**config.mk**
```make
export PLATFORM = sky130hd
export DESIGN_NAME = wp_cycle_ref
export DESIGN_NICKNAME = d
export VERILOG_FILES = /design/src/rtl/wp_cc_pkg.sv /design/src/rtl/wp_cc_timer.sv /design/src/rtl/wp_cc_track.sv /design/src/rtl/wp_cycle_ref.sv
export SDC_FILE = /design/constraint.sdc
export NUM_CORES = 1
export LEC_CHECK = 0
export BUFFER_PORTS_ARGS = -buffer_cell sky130_fd_sc_hd__buf_2
export CAP_MARGIN = 20
export CORE_ASPECT_RATIO = 0.8
export CORE_MARGIN = 4
export CORE_UTILIZATION = 52
export DETAILED_ROUTE_END_ITERATION = 10
export HOLD_SLACK_MARGIN = 0.1
export PLACE_DENSITY = 0.8
export SLEW_MARGIN = 0
export SYNTH_ARGS = -nofsm -noshare
export SYNTH_HDL_FRONTEND = slang
export SYNTH_SLANG_ARGS = --single-unit
export TNS_END_PERCENT = 30
```
**constraint.sdc**
```tcl
create_clock -name clk -period 6.7 [get_ports clk]
set_input_delay 0.67 -clock clk [delete_from_list [all_inputs] [get_ports clk]]
set_output_delay 0.67 -clock clk [all_outputs]
set_load 0.005 [all_outputs]
```
**src/rtl/wp_cc_pkg.sv**
```systemverilog
package wp_cc_pkg;

    typedef enum logic [2:0] {
        RK_PERIODIC   = 3'd0,
        RK_TRACE_ON   = 3'd1,
        RK_OVERFLOW   = 3'd2,
        RK_DEBUG_EXIT = 3'd3,
        RK_COUNT      = 3'd4
    } rep_kind_e;

    // A report kind other than periodic emits a count and advances the reference.
    function automatic logic kind_counts(rep_kind_e k);
        return k != RK_PERIODIC;
    endfunction

    // Sync reasons other than periodic.
    function automatic logic kind_nonperiodic(rep_kind_e k);
        return (k == RK_TRACE_ON) || (k == RK_OVERFLOW) || (k == RK_DEBUG_EXIT);
    endfunction

    function automatic logic kind_unreliable(rep_kind_e k);
        return (k == RK_OVERFLOW) || (k == RK_DEBUG_EXIT);
    endfunction

endpackage

```
**src/rtl/wp_cc_timer.sv**
```systemverilog
module wp_cc_timer #(
    parameter int CNT_W = 32
) (
    input  logic             clk,
    input  logic             rst,
    input  logic             en,
    input  logic             clr,
    output logic [CNT_W-1:0] now
);
    localparam logic [CNT_W-1:0] TOP = '1;

    always_ff @(posedge clk) begin
        if (rst || clr) begin
            now <= '0;
        end else if (en && (now != TOP)) begin
            now <= now + 1'b1;
        end
    end
endmodule

```
**src/rtl/wp_cc_track.sv**
```systemverilog
module wp_cc_track #(
    parameter int CNT_W  = 32,
    parameter int ADDR_W = 32
) (
    input  logic              clk,
    input  logic              rst,
    input  logic              clr,
    input  logic              en,
    input  logic [CNT_W-1:0]  now,
    input  logic              wp_valid,
    input  logic              wp_exc,
    input  logic [ADDR_W-1:0] wp_addr,
    input  logic              nonper_take,
    output logic [CNT_W-1:0]  eff_wp_time,
    output logic [ADDR_W-1:0] eff_wp_addr,
    output logic [ADDR_W-1:0] eff_tgt_addr,
    output logic [ADDR_W-1:0] eff_per_addr
);
    logic [CNT_W-1:0]  wp_time_q;
    logic [ADDR_W-1:0] wp_addr_q, tgt_addr_q, nonper_addr_q;
    logic              since_q;
    logic              new_wp, new_exc, eff_since;

    // A strobe in this cycle is folded in before any report reads the state.
    always_comb begin
        new_wp       = en && wp_valid && !wp_exc;
        new_exc      = en && wp_valid && wp_exc;
        eff_wp_time  = new_wp ? now : wp_time_q;
        eff_wp_addr  = new_wp ? wp_addr : wp_addr_q;
        eff_tgt_addr = (new_wp || new_exc) ? wp_addr : tgt_addr_q;
        eff_since    = new_wp || since_q;
        eff_per_addr = eff_since ? eff_wp_addr : nonper_addr_q;
    end

    always_ff @(posedge clk) begin
        if (rst) begin
            wp_time_q     <= '0;
            wp_addr_q     <= '0;
            tgt_addr_q    <= '0;
            nonper_addr_q <= '0;
            since_q       <= 1'b0;
        end else begin
            wp_time_q  <= clr ? '0 : eff_wp_time;
            wp_addr_q  <= eff_wp_addr;
            tgt_addr_q <= eff_tgt_addr;
            if (nonper_take) begin
                nonper_addr_q <= eff_tgt_addr;
                since_q       <= 1'b0;
            end else begin
                since_q <= eff_since;
            end
        end
    end
endmodule

```
**src/rtl/wp_cycle_ref.sv**
```systemverilog
module wp_cycle_ref
    import wp_cc_pkg::*;
#(
    parameter int CNT_W  = 32,
    parameter int ADDR_W = 32
) (
    input  logic              clk,
    input  logic              rst,
    input  logic              en,
    input  logic              prog_clr,
    input  logic              wp_valid,
    input  logic              wp_exc,
    input  logic [ADDR_W-1:0] wp_addr,
    input  logic              rep_req,
    input  logic [2:0]        rep_kind,
    output logic              rep_valid,
    output logic [CNT_W-1:0]  rep_delta,
    output logic [ADDR_W-1:0] rep_addr,
    output logic              rep_unknown
);
    logic [CNT_W-1:0]  now_w, eff_wp_time, ref_q, delta_n;
    logic [ADDR_W-1:0] eff_wp_addr, eff_tgt_addr, eff_per_addr, addr_n;
    rep_kind_e         kind;
    logic              take, nonper_take, counted;

    always_comb begin
        kind        = rep_kind_e'(rep_kind);
        take        = en && rep_req;
        nonper_take = take && kind_nonperiodic(kind);
        counted     = kind_counts(kind);
        delta_n     = counted ? (eff_wp_time - ref_q) : '0;
        if (kind_nonperiodic(kind))     addr_n = eff_tgt_addr;
        else if (kind == RK_PERIODIC)   addr_n = eff_per_addr;
        else                            addr_n = eff_wp_addr;
    end

    wp_cc_timer #(.CNT_W(CNT_W)) u_timer (
        .clk (clk),
        .rst (rst),
        .en  (en),
        .clr (prog_clr),
        .now (now_w)
    );

    wp_cc_track #(.CNT_W(CNT_W), .ADDR_W(ADDR_W)) u_track (
        .clk          (clk),
        .rst          (rst),
        .clr          (prog_clr),
        .en           (en),
        .now          (now_w),
        .wp_valid     (wp_valid),
        .wp_exc       (wp_exc),
        .wp_addr      (wp_addr),
        .nonper_take  (nonper_take),
        .eff_wp_time  (eff_wp_time),
        .eff_wp_addr  (eff_wp_addr),
        .eff_tgt_addr (eff_tgt_addr),
        .eff_per_addr (eff_per_addr)
    );

    always_ff @(posedge clk) begin
        if (rst) begin
            ref_q       <= '0;
            rep_valid   <= 1'b0;
            rep_delta   <= '0;
            rep_addr    <= '0;
            rep_unknown <= 1'b0;
        end else begin
            rep_valid <= take;
            if (prog_clr)               ref_q <= '0;
            else if (take && counted)   ref_q <= eff_wp_time;
            if (take) begin
                rep_delta   <= delta_n;
                rep_addr    <= addr_n;
                rep_unknown <= kind_unreliable(kind);
            end
        end
    end
endmodule

```
==> results of run 1 <==
-- path summary, 6_finish.rpt --
path         cells past startpoint            from                endpoint
max                             15              en           rep_delta[30]
max reg2reg                     12  u_timer.now[0]           rep_delta[30]
min                              3     wp_addr[10]  u_track.tgt_addr_q[10]
min reg2reg                      2   rep_delta[27]           rep_delta[27]
-- logic make-up (layout without fill, tap and decap cells) --
group / after synthesis / count (layout) / synth area share, %
simple gates: 433 / 433 / 16.9
compound gates: 307 / 307 / 16.8
flops: 259 / 259 / 45.2
buf+inv: 142 / 223 / 4.95
mux: 98 / 98 / 8.54
xor+xnor: 51 / 51 / 3.89
fa+ha+maj: 34 / 34 / 3.77
-- synth_stat cells, drive strengths merged, types with 15 or more instances --
master / count
nand2: 81
o21ai: 37
clkbuf: 60
buf: 18
a21oi: 133
nor3: 15
dfxtp: 259
a211oi: 35
xor2: 40
inv: 63
a21o: 25
o211ai: 32
nor2: 251
mux2i: 98
ha: 33
nand3: 19
-- routing by layer --
metal / wire, um / share of wire (%) / vias up / GRT usage, %
met5: 13 / 0.048 / - / 0
met4: 530 / 2.0 / 2 / 4.58
met3: 1540 / 5.7 / 44 / 3.75
met2: 11700 / 44 / 257 / 33.4
met1: 13100 / 49 / 4423 / 31.5
li1: - / - / 4691 / -
-- worst max-delay path, delay by kind of cell --
family / cells / cell delay, ns
adder cells (fa/ha/maj): 1 / 0.33
buffers and inverters: 3 / 0.66
XOR/XNOR: 1 / 0.17
AO/OA/AOI/OAI: 5 / 1.26
AND/OR/NAND/NOR: 4 / 0.96
multiplexers: 1 / 0.34
-- registers in the layout, indices dropped and copies added, names as in the netlist, 32 cells and up --
signal                 count
u_timer.now               32
rep_delta                 32
rep_addr                  32
u_track.nonper_addr_q     32
u_track.tgt_addr_q        32
u_track.wp_time_q         32
u_track.wp_addr_q         32
ref_q                     32
-- final cells by class --
class	count	area (um2)	share of cell area, %
sequential	259	5180	39.8
timing repair buffer	118	628	4.82
clock inverter	13	211	1.62
clock buffer	29	661	5.07
inverter	63	236	1.81
multi-input combinational	923	5770	44.2
tap	275	344	2.64
-- power by group --
| part | switching (mW) | internal [mW] | total (mW) |
|---|---|---|---|
| sequential | 0.0216 | 1.59 | 1.61 |
| clock | 0.591 | 0.901 | 1.49 |
| combinational | 0.197 | 0.123 | 0.321 |
| total | 0.810 | 2.61 | 3.42 |
==> impl_metrics.py, run 1 <==
metrics = {
    "placement": {
        "io_buffers": 107,
        "dp_hpwl_um": 18100,
        "place_congestion": 0.899,
        "place_inst": 1637,
        "dp_slack_ns": 2.18,
        "placed_area_um2": 12100,
    },
    "hold_path": {
        "hp-class": "in -> reg",
    },
    "floorplan": {
        "ios": 108,
        "start_util_pct": 53.1,
        "dieArea_um2": 24500,
        "placeableCoreArea_um2": 21600,
        "rows": 48,
        "die_h_um": 141,
        "die_w_um": 174,
    },
    "grt": {
        "grt_max_degree": 97,
        "grt_pass1_vias": 9003,
        "gr-usage-all-layers_pct": 21.5,
        "grt_pass1_wl_um": 44900,
        "grt-ovfl-total": 0,
        "antenna_found_initial": 1,
    },
    "clock_tree": {
        "clock_latency_ns": 0.53,
        "holdBufCountCts": 0,
        "cts-root-buf": "clkbuf_16",
        "cts_inserted_buffers": 25,
        "cts_setup_buffers": 0,
        "clkTransAtPathRegs_ns": 0.06,
        "cts_resized": 0,
        "htreeDepth": 1,
        "cts_tree": "done",
        "clkSinkCount": 259,
        "ctsLongestPathBuffers": 3,
    },
    "critical_path": {
        "worstPathMaxFanout": 19,
        "arrival_ns": 4.41,
        "cpMostUsedCell": "a31oi_1",
        "cpPeakStageDelay_ns": 0.46,
        "critPathCaptureType": "flop",
        "cp-start-kind": "primary input",
        "cp_data_required_time_ns": 7.07,
        "slowest_stage": "a221oi_2",
        "r2r_slack_ns": 3.30,
        "criticalPathCategory": "in -> reg",
        "cp_cell_sequence": "buf_2 -> nand2_2 -> or2_2 -> buf_4 -> mux2i_1 -> inv_1 -> ha_1 -> a21o_1 -> a221oi_2 -> nor4b_1 -> nor4_2 -> a31oi_1 -> a31oi_1 -> xor2_1 -> o21ai_1",
    },
    "timing": {
        "rsz0062_at_grt": "no",
        "worst_slew_margin_rel_pct": 33.3,
        "holdWs_ns": 0.416,
        "final_hold_viol_count": 0,
        "tightest_slew_ns": 1.00,
        "setup_viol": 0,
        "min_period_ns": 4.04,
        "fin_ws_ns": 2.66,
        "fmax_mhz": 248,
        "maxSlewViolCount": 0,
        "period_share_pct": 60.3,
        "clock-skew-final_ns": 0.0206,
        "fin_tns_setup_ns": 0,
    },
    "pwr": {
        "power_mw": 3.42,
        "ir_drop_v": 0.000211,
        "power.density_nw_per_um2": 262,
        "p_leak_nw": 5.96,
    },
    "synthesis": {
        "synth_cell_type_count": 69,
        "postSynthCellCount": 1324,
        "syn-cell-area_um2": 11500,
        "synth_area_leader_cell": "dfxtp_1",
        "synthArstFlopShare_pct": 0,
        "synth_top_area_share_pct": 45.2,
        "syn_nets": 1400,
        "synth_warnings": 0,
        "synthFlopType": "dfxtp_1",
        "synthTopCellsByArea": "dfxtp_1 45%, mux2i_1 8.5%, nor2_1 8.2%",
        "synth.avg_cell_area_um2": 8.67,
        "ys_seq_area_share_pct": 45.2,
        "synth_edf_count": 0,
        "synth-seq-cells": 259,
    },
    "drt": {
        "drtPass1Iterations": 5,
        "viasPerCell": 5.61,
        "wl_um": 26900,
        "vias": 9417,
        "wl_per_cell_um": 16.0,
        "drtIter0Drc": 748,
        "detail-route-antenna-nets": 0,
        "route.detailed.drc": 0,
    },
    "final_layout": {
        "drive_gt1_share_pct": 13.8,
        "area_growth_syn_to_layout_pct": 13.5,
        "layout_common_cells": "259 x dfxtp_1, 247 x nor2_1, 129 x a21oi_1",
        "diodes": 0,
        "fin_area_um2": 13000,
        "final_cells": 1680,
        "fill_cells": 1871,
        "layout_commonest_cell": "dfxtp_1",
        "final_nets": 1466,
        "final_core_util_pct": 60.3,
    },
    "flow_run": {
        "maxCapViolCount": 0,
    },
    "outcome": {
        "outcome": "finished, final reports clean",
    },
}
No activity file was read; power rests on OpenSTA's default activity.
==> inputs of run 2 (changes only) <==
PLACE_DENSITY = 0.83   (was 0.8)
clock period = 3.6 ns   (was 6.7 ns; I/O delays follow)
==> run 2 against run 1 <==
Via count up 3.2%. Clock skew down 0.0088 ns. Sequential cell count unchanged. Worst setup slack worse by 2.3 ns. Critical path depth down 1. Clock power up 83%. Sequential power up 86%.
==> impl_metrics.py, run 2 (same netlist as run 1, synthesis figures left out) <==
metrics = {
    "outcome": {
        "outcome": "finished, final reports clean",
    },
    "clock_tree": {
        "cts_tree": "done",
        "clkSinkCount": 259,
        "clkTransAtPathRegs_ns": 0.07,
        "holdBufCountCts": 0,
        "htreeDepth": 1,
        "clock_latency_ns": 0.52,
        "cts_resized": 0,
        "ctsLongestPathBuffers": 3,
        "cts-root-buf": "clkbuf_16",
        "cts_setup_buffers": 0,
        "cts_inserted_buffers": 26,
    },
    "critical_path": {
        "arrival_ns": 3.57,
        "criticalPathCategory": "reg -> reg",
        "worstPathMaxFanout": 4,
        "critPathLaunch": "u_timer.now[0]",
        "crit_family": "compound AO/OA/AOI/OAI gates",
        "r2r_end": "rep_delta[26]",
        "worst-r2r-cell-count": 14,
        "r2r_start": "u_timer.now[0]",
        "worstSetupEndpoint": "rep_delta[26]",
        "slowest_stage": "fa_1",
        "cp_cell_sequence": "mux2i_1 -> ha_1 -> inv_1 -> fa_1 -> a21o_1 -> a221oi_2 -> buf_4 -> nor4b_1 -> nor4_2 -> a31oi_1 -> buf_4 -> a31oi_1 -> xor2_1 -> o21ai_1",
        "cp_num_buf_inv": 3,
        "cp_num_cells": 14,
        "cp_data_required_time_ns": 3.97,
        "r2r_slack_ns": 0.40,
        "critPathCaptureType": "flop",
        "cp-start-kind": "flop",
        "cpPeakStageDelay_ns": 0.40,
    },
    "drt": {
        "vias": 9715,
        "viasPerCell": 5.61,
        "wl_um": 27100,
        "drtPass1Iterations": 5,
        "route.detailed.drc": 0,
        "drtIter0Drc": 905,
        "wl_per_cell_um": 15.6,
        "detail-route-antenna-nets": 0,
    },
    "placement": {
        "placed_area_um2": 12500,
        "dp_hpwl_um": 18400,
        "place_congestion": 0.869,
        "place_inst": 1686,
        "io_buffers": 107,
        "dp_slack_ns": -0.0908,
    },
    "timing": {
        "worst_slew_margin_rel_pct": 32.3,
        "fmax_mhz": 312,
        "setup_viol": 0,
        "fin_ws_ns": 0.395,
        "maxSlewViolCount": 0,
        "fin_tns_setup_ns": 0,
        "clock-skew-final_ns": 0.0119,
        "period_share_pct": 89.0,
        "tightest_slew_ns": 1.02,
        "min_period_ns": 3.20,
        "final_hold_viol_count": 0,
        "rsz0062_at_grt": "no",
    },
    "pwr": {
        "p_leak_nw": 6.17,
        "power.density_nw_per_um2": 473,
        "ir_drop_v": 0.000344,
    },
    "final_layout": {
        "layout_commonest_cell": "dfxtp_1",
        "diodes": 0,
        "layout_common_cells": "259 x dfxtp_1, 247 x nor2_1, 129 x a21oi_1",
        "final_core_util_pct": 62.0,
        "fin_area_um2": 13400,
        "drive_gt1_share_pct": 16.7,
        "fill_cells": 1812,
        "final_nets": 1515,
        "area_growth_syn_to_layout_pct": 16.7,
        "final_cells": 1732,
    },
    "floorplan": {
        "die_w_um": 174,
        "placeableCoreArea_um2": 21600,
        "die_h_um": 141,
        "rows": 48,
        "dieArea_um2": 24500,
        "ios": 108,
        "start_util_pct": 53.1,
    },
    "hold_path": {
        "hp-class": "in -> reg",
    },
    "grt": {
        "grt_max_degree": 89,
        "grt_pass1_vias": 9202,
        "grt-ovfl-total": 0,
        "antenna_found_initial": 0,
        "gr-usage-all-layers_pct": 21.6,
        "grt_pass1_wl_um": 45300,
    },
    "flow_run": {
        "maxCapViolCount": 0,
    },
}
[run 2: changes by cell type in the layout (fill, tap and decap cells not counted), moves of 3 or more]
cell       delta
clkbuf_1      +3
buf_4        +47
clkbuf_8      +3
bufinv_16     -3
[run 2: cell type report]
class | count | area (um2) | area share, %
Clock buffer | 37 | 763 | 5.70
Clock inverter | 9 | 104 | 0.775
Inverter | 63 | 236 | 1.76
Multi-Input combinational cell | 923 | 5760 | 43.0
Sequential cell | 259 | 5180 | 38.7
Tap cell | 275 | 344 | 2.57
Timing Repair Buffer | 166 | 1010 | 7.51
[run 2: report_power, final]
| part | internal, mW | switching [mW] | total [mW] |
|---|---|---|---|
| Sequential | 2.95 | 0.0384 | 2.99 |
| Combinational | 0.249 | 0.377 | 0.626 |
| Clock | 1.62 | 1.10 | 2.72 |
| Total | 4.82 | 1.52 | 6.33 |
[run 2: worst min path at each step]
stage / cells past startpoint / slack [ns] / end / from
finish: 3 / 0.11 / u_track.tgt_addr_q[8] / wp_addr[8]
floorplan: 2 / 0.44 / rep_delta[18] / rep_delta[18]
global route: 3 / 0.12 / u_track.wp_addr_q[15] / wp_addr[15]
detailed placement: 2 / 0.44 / rep_delta[24] / rep_delta[24]
global placement: 2 / 0.43 / rep_delta[11] / rep_delta[11]
CTS: 3 / 0.10 / u_track.tgt_addr_q[8] / wp_addr[8]
[run 2: worst register-to-register path, delay by kind of cell (launching register included)]
kind / cells / cell delay [ns]
flip-flops: 1 / 0.35
multiplexers: 1 / 0.23
buffers and inverters: 3 / 0.41
AND/OR/NAND/NOR: 2 / 0.36
XOR/XNOR: 1 / 0.19
AO/OA/AOI/OAI: 5 / 0.91
adder cells (fa/ha/maj): 2 / 0.59
[run 2: routing by layer]
layer	global-route usage (%)	part of all wire, %
met1	30.5	47
met2	35.4	46
met3	2.79	4.7
met4	5.33	2.0
met5	0	0
[run 2: through the flow]
stage          hold WS [ns]  power, mW
2_1_floorplan         0.444       3.46
3_3_place_gp          0.434       3.66
3_5_place_dp          0.438       3.67
4_1_cts               0.103       6.38
5_1_grt               0.124       6.58
6_report              0.113       6.33
